`config.mk`:
```
export PLATFORM = sky130hd
export DESIGN_NAME = codec_cmd_slot
export DESIGN_NICKNAME = d
export VERILOG_FILES = /design/src/rtl/codec_slot_pkg.sv /design/src/rtl/codec_slot_issue.sv /design/src/rtl/codec_slot_rx.sv /design/src/rtl/codec_slot_flags.sv /design/src/rtl/codec_cmd_slot.sv
export SDC_FILE = /design/constraint.sdc
export NUM_CORES = 1
export LEC_CHECK = 0
export ABC_AREA = 1
export BUFFER_PORTS_ARGS = -buffer_cell sky130_fd_sc_hd__buf_4
export CAP_MARGIN = 20
export CORE_ASPECT_RATIO = 1.5
export CORE_MARGIN = 1.5
export CORE_UTILIZATION = 55
export DETAILED_ROUTE_END_ITERATION = 6
export MAX_ROUTING_LAYER = met4
export PLACE_DENSITY = 0.79
export SLEW_MARGIN = 20
export SYNTH_ARGS = -nofsm -noshare
export SYNTH_HDL_FRONTEND = slang
export SYNTH_SLANG_ARGS = --single-unit
```
`constraint.sdc`:
```
create_clock -name clk_i -period 3.7 [get_ports clk_i]
set_input_delay 0.185 -clock clk_i [delete_from_list [all_inputs] [get_ports clk_i]]
set_output_delay 0.185 -clock clk_i [all_outputs]
set_load 0.05 [all_outputs]
```
`src/rtl/codec_slot_pkg.sv`:
```
package codec_slot_pkg;

  typedef enum logic [2:0] {
    SEL_CMD   = 3'd0,
    SEL_DATA  = 3'd1,
    SEL_RX1   = 3'd2,
    SEL_RX2   = 3'd3,
    SEL_FLAGS = 3'd4
  } reg_sel_e;

  localparam int unsigned FLAG_W          = 12;
  localparam int unsigned FLG_RX1_BUSY    = 0;
  localparam int unsigned FLG_RX2_BUSY    = 2;
  localparam int unsigned FLG_RX1_VALID   = 6;
  localparam int unsigned FLG_TX1_EMPTY   = 7;
  localparam int unsigned FLG_RX2_VALID   = 8;
  localparam int unsigned FLG_TX2_EMPTY   = 9;
  localparam int unsigned FLG_TX12_EMPTY  = 11;

endpackage

```
`src/rtl/codec_slot_issue.sv`:
```
module codec_slot_issue #(
  parameter int unsigned SLOT_W   = 20,
  parameter int unsigned CODEC_AW = 7,
  parameter int unsigned CODEC_DW = 16
) (
  input  logic                clk_i,
  input  logic                rst_ni,
  input  logic                cmd_we_i,
  input  logic [SLOT_W-1:0]   cmd_wdata_i,
  input  logic [CODEC_DW-1:0] data_i,
  output logic [SLOT_W-1:0]   cmd_o,
  output logic                cmd_acc_o,
  output logic                rd_issue_o,
  output logic                capture_o,
  output logic                req_o,
  output logic                rd_o,
  output logic [CODEC_AW-1:0] addr_o,
  output logic [CODEC_DW-1:0] wdata_o
);
  localparam int unsigned RD_BIT   = SLOT_W - 1;
  localparam int unsigned ADDR_LSB = RD_BIT - CODEC_AW;

  logic                req_q, rd_q, wait_q;
  logic [SLOT_W-1:0]   cmd_q;
  logic [CODEC_AW-1:0] addr_q;
  logic [CODEC_DW-1:0] wd_q;
  logic                in_flight, accept;

  // a read stays in flight until its response is captured
  assign in_flight = req_q | wait_q;
  assign accept    = cmd_we_i & ~in_flight;

  always_ff @(posedge clk_i or negedge rst_ni) begin
    if (!rst_ni) begin
      req_q  <= 1'b0;
      rd_q   <= 1'b0;
      wait_q <= 1'b0;
      cmd_q  <= '0;
      addr_q <= '0;
      wd_q   <= '0;
    end else begin
      req_q  <= accept;
      wait_q <= req_q & rd_q;
      if (accept) begin
        cmd_q  <= cmd_wdata_i;
        rd_q   <= cmd_wdata_i[RD_BIT];
        addr_q <= cmd_wdata_i[RD_BIT-1:ADDR_LSB];
        wd_q   <= data_i;
      end
    end
  end

  assign cmd_o      = cmd_q;
  assign cmd_acc_o  = accept;
  assign rd_issue_o = accept & cmd_wdata_i[RD_BIT];
  assign capture_o  = wait_q;
  assign req_o      = req_q;
  assign rd_o       = rd_q;
  assign addr_o     = addr_q;
  assign wdata_o    = wd_q;

  AST_STROBE_SINGLE: assert property (@(posedge clk_i) disable iff (!rst_ni)
    req_q |=> !req_q);
  AST_CMD_HELD: assert property (@(posedge clk_i) disable iff (!rst_ni)
    wait_q |-> ($stable(addr_q) && $stable(cmd_q)));

endmodule

```
`src/rtl/codec_slot_rx.sv`:
```
module codec_slot_rx #(
  parameter int unsigned SLOT_W   = 20,
  parameter int unsigned CODEC_DW = 16
) (
  input  logic                clk_i,
  input  logic                rst_ni,
  input  logic                capture_i,
  input  logic [SLOT_W-1:0]   cmd_i,
  input  logic [CODEC_DW-1:0] codec_rdata_i,
  output logic [SLOT_W-1:0]   rx1_o,
  output logic [SLOT_W-1:0]   rx2_o
);
  localparam int unsigned RD_BIT   = SLOT_W - 1;
  localparam int unsigned DATA_LSB = SLOT_W - CODEC_DW;

  logic [SLOT_W-1:0] echo;

  always_comb begin
    echo         = cmd_i;
    echo[RD_BIT] = 1'b0;
  end

  always_ff @(posedge clk_i or negedge rst_ni) begin
    if (!rst_ni) begin
      rx1_o <= '0;
      rx2_o <= '0;
    end else if (capture_i) begin
      rx1_o <= echo;
      rx2_o <= {codec_rdata_i, {DATA_LSB{1'b0}}};
    end
  end

endmodule

```
`src/rtl/codec_slot_flags.sv`:
```
module codec_slot_flags
  import codec_slot_pkg::*;
(
  input  logic              clk_i,
  input  logic              rst_ni,
  input  logic              cmd_acc_i,
  input  logic              data_wr_i,
  input  logic              rd_issue_i,
  input  logic              capture_i,
  input  logic              rx1_rd_i,
  input  logic              rx2_rd_i,
  output logic [FLAG_W-1:0] flags_o
);
  logic tx1_empty, tx2_empty, busy1, busy2, valid1, valid2;

  always_ff @(posedge clk_i or negedge rst_ni) begin
    if (!rst_ni) begin
      tx1_empty <= 1'b1;
      tx2_empty <= 1'b1;
      busy1     <= 1'b0;
      busy2     <= 1'b0;
      valid1    <= 1'b0;
      valid2    <= 1'b0;
    end else begin
      if (cmd_acc_i) tx1_empty <= 1'b0;
      if (data_wr_i) tx2_empty <= 1'b0;
      if (rd_issue_i) begin
        busy1 <= 1'b1;
        busy2 <= 1'b1;
      end
      // capture outranks a same-edge acknowledge
      if (capture_i) begin
        busy1  <= 1'b0;
        busy2  <= 1'b0;
        valid1 <= 1'b1;
        valid2 <= 1'b1;
      end else begin
        if (rx1_rd_i) valid1 <= 1'b0;
        if (rx2_rd_i) valid2 <= 1'b0;
      end
    end
  end

  always_comb begin
    flags_o                 = '0;
    flags_o[FLG_RX1_BUSY]   = busy1;
    flags_o[FLG_RX2_BUSY]   = busy2;
    flags_o[FLG_RX1_VALID]  = valid1;
    flags_o[FLG_TX1_EMPTY]  = tx1_empty;
    flags_o[FLG_RX2_VALID]  = valid2;
    flags_o[FLG_TX2_EMPTY]  = tx2_empty;
    flags_o[FLG_TX12_EMPTY] = 1'b1;
  end

  AST_CAPTURE_VALID: assert property (@(posedge clk_i) disable iff (!rst_ni)
    capture_i |=> (valid1 && valid2 && !busy1 && !busy2));
  AST_ACK_CLEARS: assert property (@(posedge clk_i) disable iff (!rst_ni)
    (rx1_rd_i && !capture_i) |=> !valid1);
  AST_TX_STICKY: assert property (@(posedge clk_i) disable iff (!rst_ni)
    !tx1_empty |=> !tx1_empty);

endmodule

```
`src/rtl/codec_cmd_slot.sv`:
```
module codec_cmd_slot
  import codec_slot_pkg::*;
#(
  parameter int unsigned SLOT_W   = 20,
  parameter int unsigned CODEC_AW = 7,
  parameter int unsigned CODEC_DW = 16,
  parameter int unsigned SEL_W    = 3
) (
  input  logic                clk_i,
  input  logic                rst_ni,
  input  logic                reg_we_i,
  input  logic                reg_re_i,
  input  logic [SEL_W-1:0]    reg_sel_i,
  input  logic [SLOT_W-1:0]   reg_wdata_i,
  output logic [SLOT_W-1:0]   reg_rdata_o,
  output logic                codec_req_o,
  output logic                codec_rd_o,
  output logic [CODEC_AW-1:0] codec_addr_o,
  output logic [CODEC_DW-1:0] codec_wdata_o,
  input  logic [CODEC_DW-1:0] codec_rdata_i
);
  localparam int unsigned DATA_LSB = SLOT_W - CODEC_DW;
  localparam int unsigned ADDR_LSB = SLOT_W - 1 - CODEC_AW;

  logic [SLOT_W-1:0] data_q, cmd_q, rx1_q, rx2_q;
  logic [FLAG_W-1:0] flags;
  logic              cmd_we, data_we, rx1_rd, rx2_rd;
  logic              cmd_acc, rd_issue, capture;

  assign cmd_we  = reg_we_i && (reg_sel_i == SEL_CMD);
  assign data_we = reg_we_i && (reg_sel_i == SEL_DATA);
  assign rx1_rd  = reg_re_i && (reg_sel_i == SEL_RX1);
  assign rx2_rd  = reg_re_i && (reg_sel_i == SEL_RX2);

  always_ff @(posedge clk_i or negedge rst_ni) begin
    if (!rst_ni)      data_q <= '0;
    else if (data_we) data_q <= reg_wdata_i;
  end

  codec_slot_issue #(
    .SLOT_W(SLOT_W), .CODEC_AW(CODEC_AW), .CODEC_DW(CODEC_DW)
  ) u_issue (
    .clk_i       (clk_i),
    .rst_ni      (rst_ni),
    .cmd_we_i    (cmd_we),
    .cmd_wdata_i (reg_wdata_i),
    .data_i      (data_q[SLOT_W-1:DATA_LSB]),
    .cmd_o       (cmd_q),
    .cmd_acc_o   (cmd_acc),
    .rd_issue_o  (rd_issue),
    .capture_o   (capture),
    .req_o       (codec_req_o),
    .rd_o        (codec_rd_o),
    .addr_o      (codec_addr_o),
    .wdata_o     (codec_wdata_o)
  );

  codec_slot_rx #(
    .SLOT_W(SLOT_W), .CODEC_DW(CODEC_DW)
  ) u_rx (
    .clk_i         (clk_i),
    .rst_ni        (rst_ni),
    .capture_i     (capture),
    .cmd_i         (cmd_q),
    .codec_rdata_i (codec_rdata_i),
    .rx1_o         (rx1_q),
    .rx2_o         (rx2_q)
  );

  codec_slot_flags u_flags (
    .clk_i      (clk_i),
    .rst_ni     (rst_ni),
    .cmd_acc_i  (cmd_acc),
    .data_wr_i  (data_we),
    .rd_issue_i (rd_issue),
    .capture_i  (capture),
    .rx1_rd_i   (rx1_rd),
    .rx2_rd_i   (rx2_rd),
    .flags_o    (flags)
  );

  always_comb begin
    reg_rdata_o = '0;
    case (reg_sel_i)
      SEL_CMD:   reg_rdata_o = cmd_q;
      SEL_DATA:  reg_rdata_o = data_q;
      SEL_RX1:   reg_rdata_o = rx1_q;
      SEL_RX2:   reg_rdata_o = rx2_q;
      SEL_FLAGS: reg_rdata_o = SLOT_W'(flags);
      default:   reg_rdata_o = '0;
    endcase
  end

  AST_BUSY_IN_FLIGHT: assert property (@(posedge clk_i) disable iff (!rst_ni)
    flags[FLG_RX1_BUSY] |-> ((codec_req_o && codec_rd_o) || capture));
  AST_RX1_ECHO: assert property (@(posedge clk_i) disable iff (!rst_ni)
    capture |=> (rx1_q[SLOT_W-2:ADDR_LSB] == codec_addr_o));
  AST_WR_DATA: assert property (@(posedge clk_i) disable iff (!rst_ni)
    (codec_req_o && !codec_rd_o && !$past(data_we)) |-> (codec_wdata_o == data_q[SLOT_W-1:DATA_LSB]));

endmodule

```
==> results of run 1 <==
Yosys cell counts, types with 2 or more instances:
cell                       count
sky130_fd_sc_hd__buf_2        16
sky130_fd_sc_hd__buf_4         9
sky130_fd_sc_hd__nand4_1      28
sky130_fd_sc_hd__buf_6         5
sky130_fd_sc_hd__inv_1        12
sky130_fd_sc_hd__nand2_1     277
sky130_fd_sc_hd__dfrtp_1      96
sky130_fd_sc_hd__clkbuf_1     10
sky130_fd_sc_hd__nor2_1        6
sky130_fd_sc_hd__nand3_1      77
sky130_fd_sc_hd__o21ai_0       7
sky130_fd_sc_hd__inv_2         6
sky130_fd_sc_hd__dfstp_2       2
power by group:
part / internal (mW) / switching, mW / leakage, nW
clock network: 0.698 / 0.391 / 0.169
logic: 0.265 / 0.578 / 1.56
registers: 1.33 / 0.187 / 1.23
total: 2.29 / 1.16 / 2.96
worst max-delay path by stage:
| stage | startpoint | endpoint | slack, ps | cells after the start |
|---|---|---|---|---|
| 5_1_grt | reg_sel_i[1] | reg_rdata_o[19] | 1380 | 7 |
| 3_3_place_gp | reg_sel_i[1] | u_issue.addr_o[5] | 1650 | 7 |
| 2_1_floorplan | reg_sel_i[2] | reg_rdata_o[19] | 2190 | 4 |
| 3_5_place_dp | reg_sel_i[1] | u_issue.cmd_o[3] | 1530 | 7 |
| 6_report | reg_sel_i[1] | reg_rdata_o[19] | 1580 | 7 |
| 4_1_cts | reg_sel_i[1] | reg_rdata_o[19] | 1590 | 7 |
flip-flops by register name, summed over array words and instances, names as in the netlist:
register and flops:
u_flags.valid2 1, data_q 20, u_flags.tx1_empty 1, u_flags.valid1 1, u_issue.capture_o 1, u_issue.req_o 1, u_flags.tx2_empty 1, u_rx.rx2_o 16
u_rx.rx1_o 19, u_issue.addr_o 6, u_issue.cmd_o 14, u_issue.wdata_o 16, u_flags.busy1 1
metrics by stage:
stage | worst slack [ps] | std cells | power (mW) | utilization (%)
after detailed placement | 1530 | 712 | 2.37 | 63.5
after global routing | 1380 | 729 | 3.60 | 68.1
after floorplan | 2190 | 557 | 2.09 | -
after CTS | 1590 | 729 | 3.46 | 68.1
after global placement | 1650 | 712 | 2.34 | 63.5
final | 1580 | 729 | 3.45 | 68.1
cell families after synthesis:
| logic type | synth area share [%] |
|---|---|
| AO/OA/AOI/OAI | 0.948 |
| buffers and inverters | 6.97 |
| flip-flops | 54.7 |
| AND/OR/NAND/NOR | 37.4 |
area by class of cell:
class	count	area (sq um)
Tap cell	105	131
Inverter	18	67.6
Clock inverter	4	97.6
Fill cell	618	2540
Clock buffer	12	256
Sequential cell	98	2450
Timing Repair Buffer	92	693
Multi-Input combinational cell	400	1720
worst max-delay path: stages:
cell	delay (ps)
sky130_fd_sc_hd__buf_4	190
sky130_fd_sc_hd__nor2_8	350
sky130_fd_sc_hd__nand2_1	190
sky130_fd_sc_hd__inv_2	540
sky130_fd_sc_hd__nand2_1	110
sky130_fd_sc_hd__o211ai_1	120
sky130_fd_sc_hd__buf_4	230
per-layer routing:
layer	up-vias	global-route usage (%)	part of all wire [%]
met1	1871	35.4	41
met3	26	4.80	6.2
met5	-	-	0
li1	1898	-	-
met2	161	43.3	50
met4	0	11.0	2.4
repair_timing:
item	CTS	global route
setup endpoints to repair	0	0
buffers inserted	0	0
gates resized for setup	0	0
hold endpoints to repair	57	0
hold buffers	1	0
==> implementation parameters, run 1 <==
Parameter                              Value

Cells and area
  Commonest non-fill, non-tap cell in the layout ... sky130_fd_sc_hd__nand2_1
  Post-layout instance area ... roughly 5400 sq um
  Commonest cells after routing, fill and taps aside ... 277 x sky130_fd_sc_hd__nand2_1, 96 x sky130_fd_sc_hd__dfrtp_1, 91 x sky130_fd_sc_hd__buf_4
  Diodes inserted ... 0
  Ratio of cells with drive above 1 in the final layout ... a little under a fifth
  Layout Area Growth over Synthesis ... 20.8%
  Final net count ... 662

Die
  Number of placement rows ... 40
  Initial standard-cell utilization of the core ... 56.4%
  Number of ports placed on the die boundary ... 88
  Total die area ... 8720 sq um
  Placeable core region ... about 8000 sq um
  Die H ... roughly 110 um
  Die width ... approximately 77 um

Timing
  Final worst hold slack ... between 40 and 50 ps
  Relative slew margins ... between 40 and 50%
  Unrepaired setup endpoints after global routing ... no
  Worst clock skew ... approximately 3.7 ps
  Top achievable clock speed ... ~470 MHz
  Minimum clock period ... roughly 2100 ps
  Share of the clock period used by the worst path after layout ... between 50% and 60%
  Worst-margin pin slew ... ~760 ps
  Final-report max-slew violation count ... 0
  Final-report setup violation count ... 0
  Hold violation count in the final report ... 0
  Setup TNS after final layout ... 0 ps

Routing
  Initial DRT Pass Iterations ... 5
  Iter 0 DRT Violations ... ~370
  Number of antenna-violating nets in the routed design ... 0
  Vias after detailed routing ... 3,956
  Final WL ... between 10,000 and 15,000 um
  Detail-routed via count per cell ... 5.43
  Wire length per cell after detailed routing ... 15.2 um
  Detailed-route DRC error count ... 0

Job
  Number of maximum-capacitance constraint violations ... 0

Yosys
  Number of synthesized register bits ... 98
  Mean area per synthesized cell ... 8.06 sq um
  Register area share after synthesis ... between 50% and 60%
  Async SR Flop Fraction ... 100%
  Count of flip-flops with a built-in enable after synthesis ... 0
  Main area contributors after synthesis ... sky130_fd_sc_hd__dfrtp_1 54%, sky130_fd_sc_hd__nand2_1 23%, sky130_fd_sc_hd__nand3_1 8.6%
  Library cell occupying the most area in the post-synthesis netlist ... sky130_fd_sc_hd__dfrtp_1
  Post-synthesis cell type count ... 19
  Post-synthesis instance total ... between 500 and 600
  Syn_nets ... 600
  Top-area cell type share of the netlist area ... between 50% and 60%
  Top_reg_cell synth ... sky130_fd_sc_hd__dfrtp_1
  Synth warnings ... 0
  Synth Cell Area ... about 4500 sq um

Worst setup path
  R2R Path Start ... u_issue.capture_o
  Kind of critical path ... primary input to output port
  Nature of the critical path endpoint ... output port
  Data required time of the worst path ... around 3500 ps
  Register-to-Register Setup Slack ... 1990 ps
  Worst r2r path cells ... 5
  Maximum fanout along the worst path ... 40
  Reg-to-reg endpoint ... u_issue.cmd_o[3]
  Worst setup SP type ... primary input
  Worst path arrival time ... between 1500 and 2000 ps

Hold path
  Endpoint of the worst hold-timing path ... u_rx.rx2_o[16]
  Cells on Worst Hold Path ... 3
  Hold WC Path Type ... primary input to flop
  Min-Delay Startpoint ... codec_rdata_i[12]

Global route
  First-pass GRT wire length ... between 15,000 and 20,000 um
  Initial antenna violation count ... 0
  Total global routing overflow ... 0
  Via count of the first global-routing pass ... between 3,000 and 4,000
  Overall Global Routing Usage ... a little over a quarter
  Largest net degree at the start of global routing ... 60

Clock tree
  CTS tree ... done
  CTS Root Cell ... sky130_fd_sc_hd__clkbuf_16
  Sink count of the clock tree ... between 90 and 100
  Number of levels the H-tree was split into ... 3
  Clk Latency, worst-skew pair ... between 300 and 400 ps
  Post-CTS clock slew at the launch and capture registers of the worst setup and hold paths ... around 60 ps
  Largest buffer count on any clock path ... 2
  Inserted Clock Buffers ... 9

Place
  Detailed-placement wirelength estimate ... between 7000 and 8000 um
  Weighted congestion reported at the end of routability-driven placement ... ~0.87
  Instance area after placement ... 5060 sq um
  Number of buffer cells added on primary ports ... 87

Outcome
  Result of the run ... finished, final reports clean

Power and ir drop
  Peak ir drop on the vdd network ... ~0.41 mV
  Total power divided by cell area ... between 600 and 700 nW/um^2
  Leak ... around 3.0 nW
Power figures use the tool's default switching activity.
==> inputs of run 2 (changes only) <==
Clock period 3.7 ns to 2 ns, I/O delays scaled along.
==> run 2 against run 1 <==
Compared with the run above:
- sequential cell count did not move
- die area is the same
- critical path type unchanged
- total power increased by 76%
- sequential share of layout area shrank 2.8 points
- critical endpoint is now reg_rdata_o[1]
- critical path depth is the same
- final area is 6.6% higher
==> implementation parameters, run 2 (synthesis gave the netlist of run 1 again) <==
Parameter                              Value

Timing
  Top achievable clock speed ... 646 MHz
  Final-report setup violation count ... 0
  Setup TNS after final layout ... 0 ps
  Final worst hold slack ... between 20 and 25 ps
  Hold violation count in the final report ... 0
  Relative slew margins ... between 70 and 80%
  Minimum clock period ... roughly 1500 ps
  Worst-margin pin slew ... about 440 ps
  Final-report max-slew violation count ... 0
  Share of the clock period used by the worst path after layout ... roughly 77%
  Worst clock skew ... roughly 6.4 ps
  Unrepaired setup endpoints after global routing ... no

Global route
  Total global routing overflow ... 0
  Largest net degree at the start of global routing ... 38
  First-pass GRT wire length ... 19,800 um
  Initial antenna violation count ... 0
  Via count of the first global-routing pass ... around 4,000
  Overall Global Routing Usage ... 30.1%

Worst setup path
  Maximum fanout along the worst path ... 37
  Kind of critical path ... primary input to output port
  Worst setup SP type ... primary input
  Worst path arrival time ... between 1000 and 1500 ps
  Data required time of the worst path ... around 1900 ps
  Nature of the critical path endpoint ... output port

Cells and area
  Post-layout instance area ... 5780 sq um
  Commonest cells after routing, fill and taps aside ... 277 x sky130_fd_sc_hd__nand2_1, 100 x sky130_fd_sc_hd__buf_4, 96 x sky130_fd_sc_hd__dfrtp_1
  Largest registers ranked by flip-flop count ... data_q (20), u_rx.rx1_o (19)
  Filler cells ... approximately 650
  Layout Area Growth over Synthesis ... 28.7%
  Register ranked first by flip-flop count ... data_q
  Diodes inserted ... 0
  Commonest non-fill, non-tap cell in the layout ... sky130_fd_sc_hd__nand2_1
  Number of flip-flops under the largest register name ... 20
  Final net count ... between 700 and 800
  Ratio of cells with drive above 1 in the final layout ... 19.0%
  Final Core Density ... 72.6%

Clock tree
  Clk Latency, worst-skew pair ... approximately 340 ps
  Post-CTS clock slew at the launch and capture registers of the worst setup and hold paths ... about 70 ps
  CTS Root Cell ... sky130_fd_sc_hd__clkbuf_16
  Number of levels the H-tree was split into ... 3
  Inserted Clock Buffers ... 9
  CTS tree ... done
  Largest buffer count on any clock path ... 2
  # resized after CTS ... 0
  Sink count of the clock tree ... 98

Power and ir drop
  Leak ... approximately 3.1 nW
  Total power divided by cell area ... around 1000 nW/um^2
  Peak ir drop on the vdd network ... 0.563 mV
  Total Power ... a little over 6 mW

Routing
  Detail-routed via count per cell ... between 5 and 6
  Number of antenna-violating nets in the routed design ... 0
  Wire length per cell after detailed routing ... between 15 and 20 um
  Initial DRT Pass Iterations ... 7
  Detailed-route DRC error count ... 0
  Final WL ... around 12,000 um
  Vias after detailed routing ... ~4,200
  Iter 0 DRT Violations ... between 400 and 500

Place
  Instance area after placement ... 5140 sq um
  Detailed-placement wirelength estimate ... just over 8000 um
  Weighted congestion reported at the end of routability-driven placement ... 0.886
  Number of buffer cells added on primary ports ... 87

Hold path
  Hold WC Path Type ... primary input to flop

Die
  Total die area ... just under 9000 sq um
  Die width ... roughly 77 um
  Initial standard-cell utilization of the core ... between 50% and 60%
  Placeable core region ... slightly below 8000 sq um
  Number of ports placed on the die boundary ... 88
  Number of placement rows ... 40
  Die H ... between 100 and 150 um

Job
  Number of maximum-capacitance constraint violations ... 0

Outcome
  Result of the run ... finished, final reports clean
run 2: where the power goes:
part | internal (mW) | switching (mW) | total [mW]
clock network | 0.871 | 0.735 | 1.61
logic | 0.548 | 1.10 | 1.65
registers | 2.46 | 0.349 | 2.80
total | 3.88 | 2.18 | 6.06
run 2: final timing paths:
kind / end / slack (ps) / start / cells after the start
max reg2reg: u_issue.cmd_o[18] / 590 / u_issue.capture_o / 4
min: data_q[5] / 20 / reg_wdata_i[5] / 3
min reg2reg: u_flags.tx2_empty / 460 / u_flags.tx2_empty / 2
max in group asynchronous: u_rx.rx2_o[10] / 1150 / rst_ni / 3
max: reg_rdata_o[1] / 450 / reg_sel_i[0] / 7
min in group asynchronous: u_rx.rx1_o[8] / 200 / rst_ni / 2
run 2: metrics by stage:
stage / setup slack, ps / instances
6_report: 452 / 773
5_1_grt: 379 / 773
4_1_cts: 479 / 773
3_5_place_dp: 503 / 722
3_3_place_gp: 547 / 722
2_1_floorplan: 506 / 557
run 2: cell type report:
type	instances	area [sq um]	area share (%)
multi-input cells	400	1720	29.8
clock inverters	4	28.8	0.498
inverters	18	67.6	1.17
clock buffers	11	243	4.20
well taps	105	131	2.27
repair buffers	137	1130	19.6
flip-flops and latches	98	2450	42.5
run 2: metal layers:
layer  vias to the layer above  GRT usage [%]  routed length (um)
li1                       1995              -                   -
met1                      2052           40.2                5120
met2                       175           47.0                5930
met3                        16           5.52                 804
met4                         0           9.75                 196
met5                         -              -                   0
run 2: critical path: stages:
cell and delay [ps]:
sky130_fd_sc_hd__buf_4 230, sky130_fd_sc_hd__inv_2 190, sky130_fd_sc_hd__nand3_1 150, sky130_fd_sc_hd__inv_2 300, sky130_fd_sc_hd__nand2_1 140, sky130_fd_sc_hd__nand3_1 120, sky130_fd_sc_hd__buf_4 210
run 2: what timing repair did:
action	4_1_cts	5_1_grt
buffers inserted	0	0
hold buffers	36	0
hold endpoints to repair	61	0
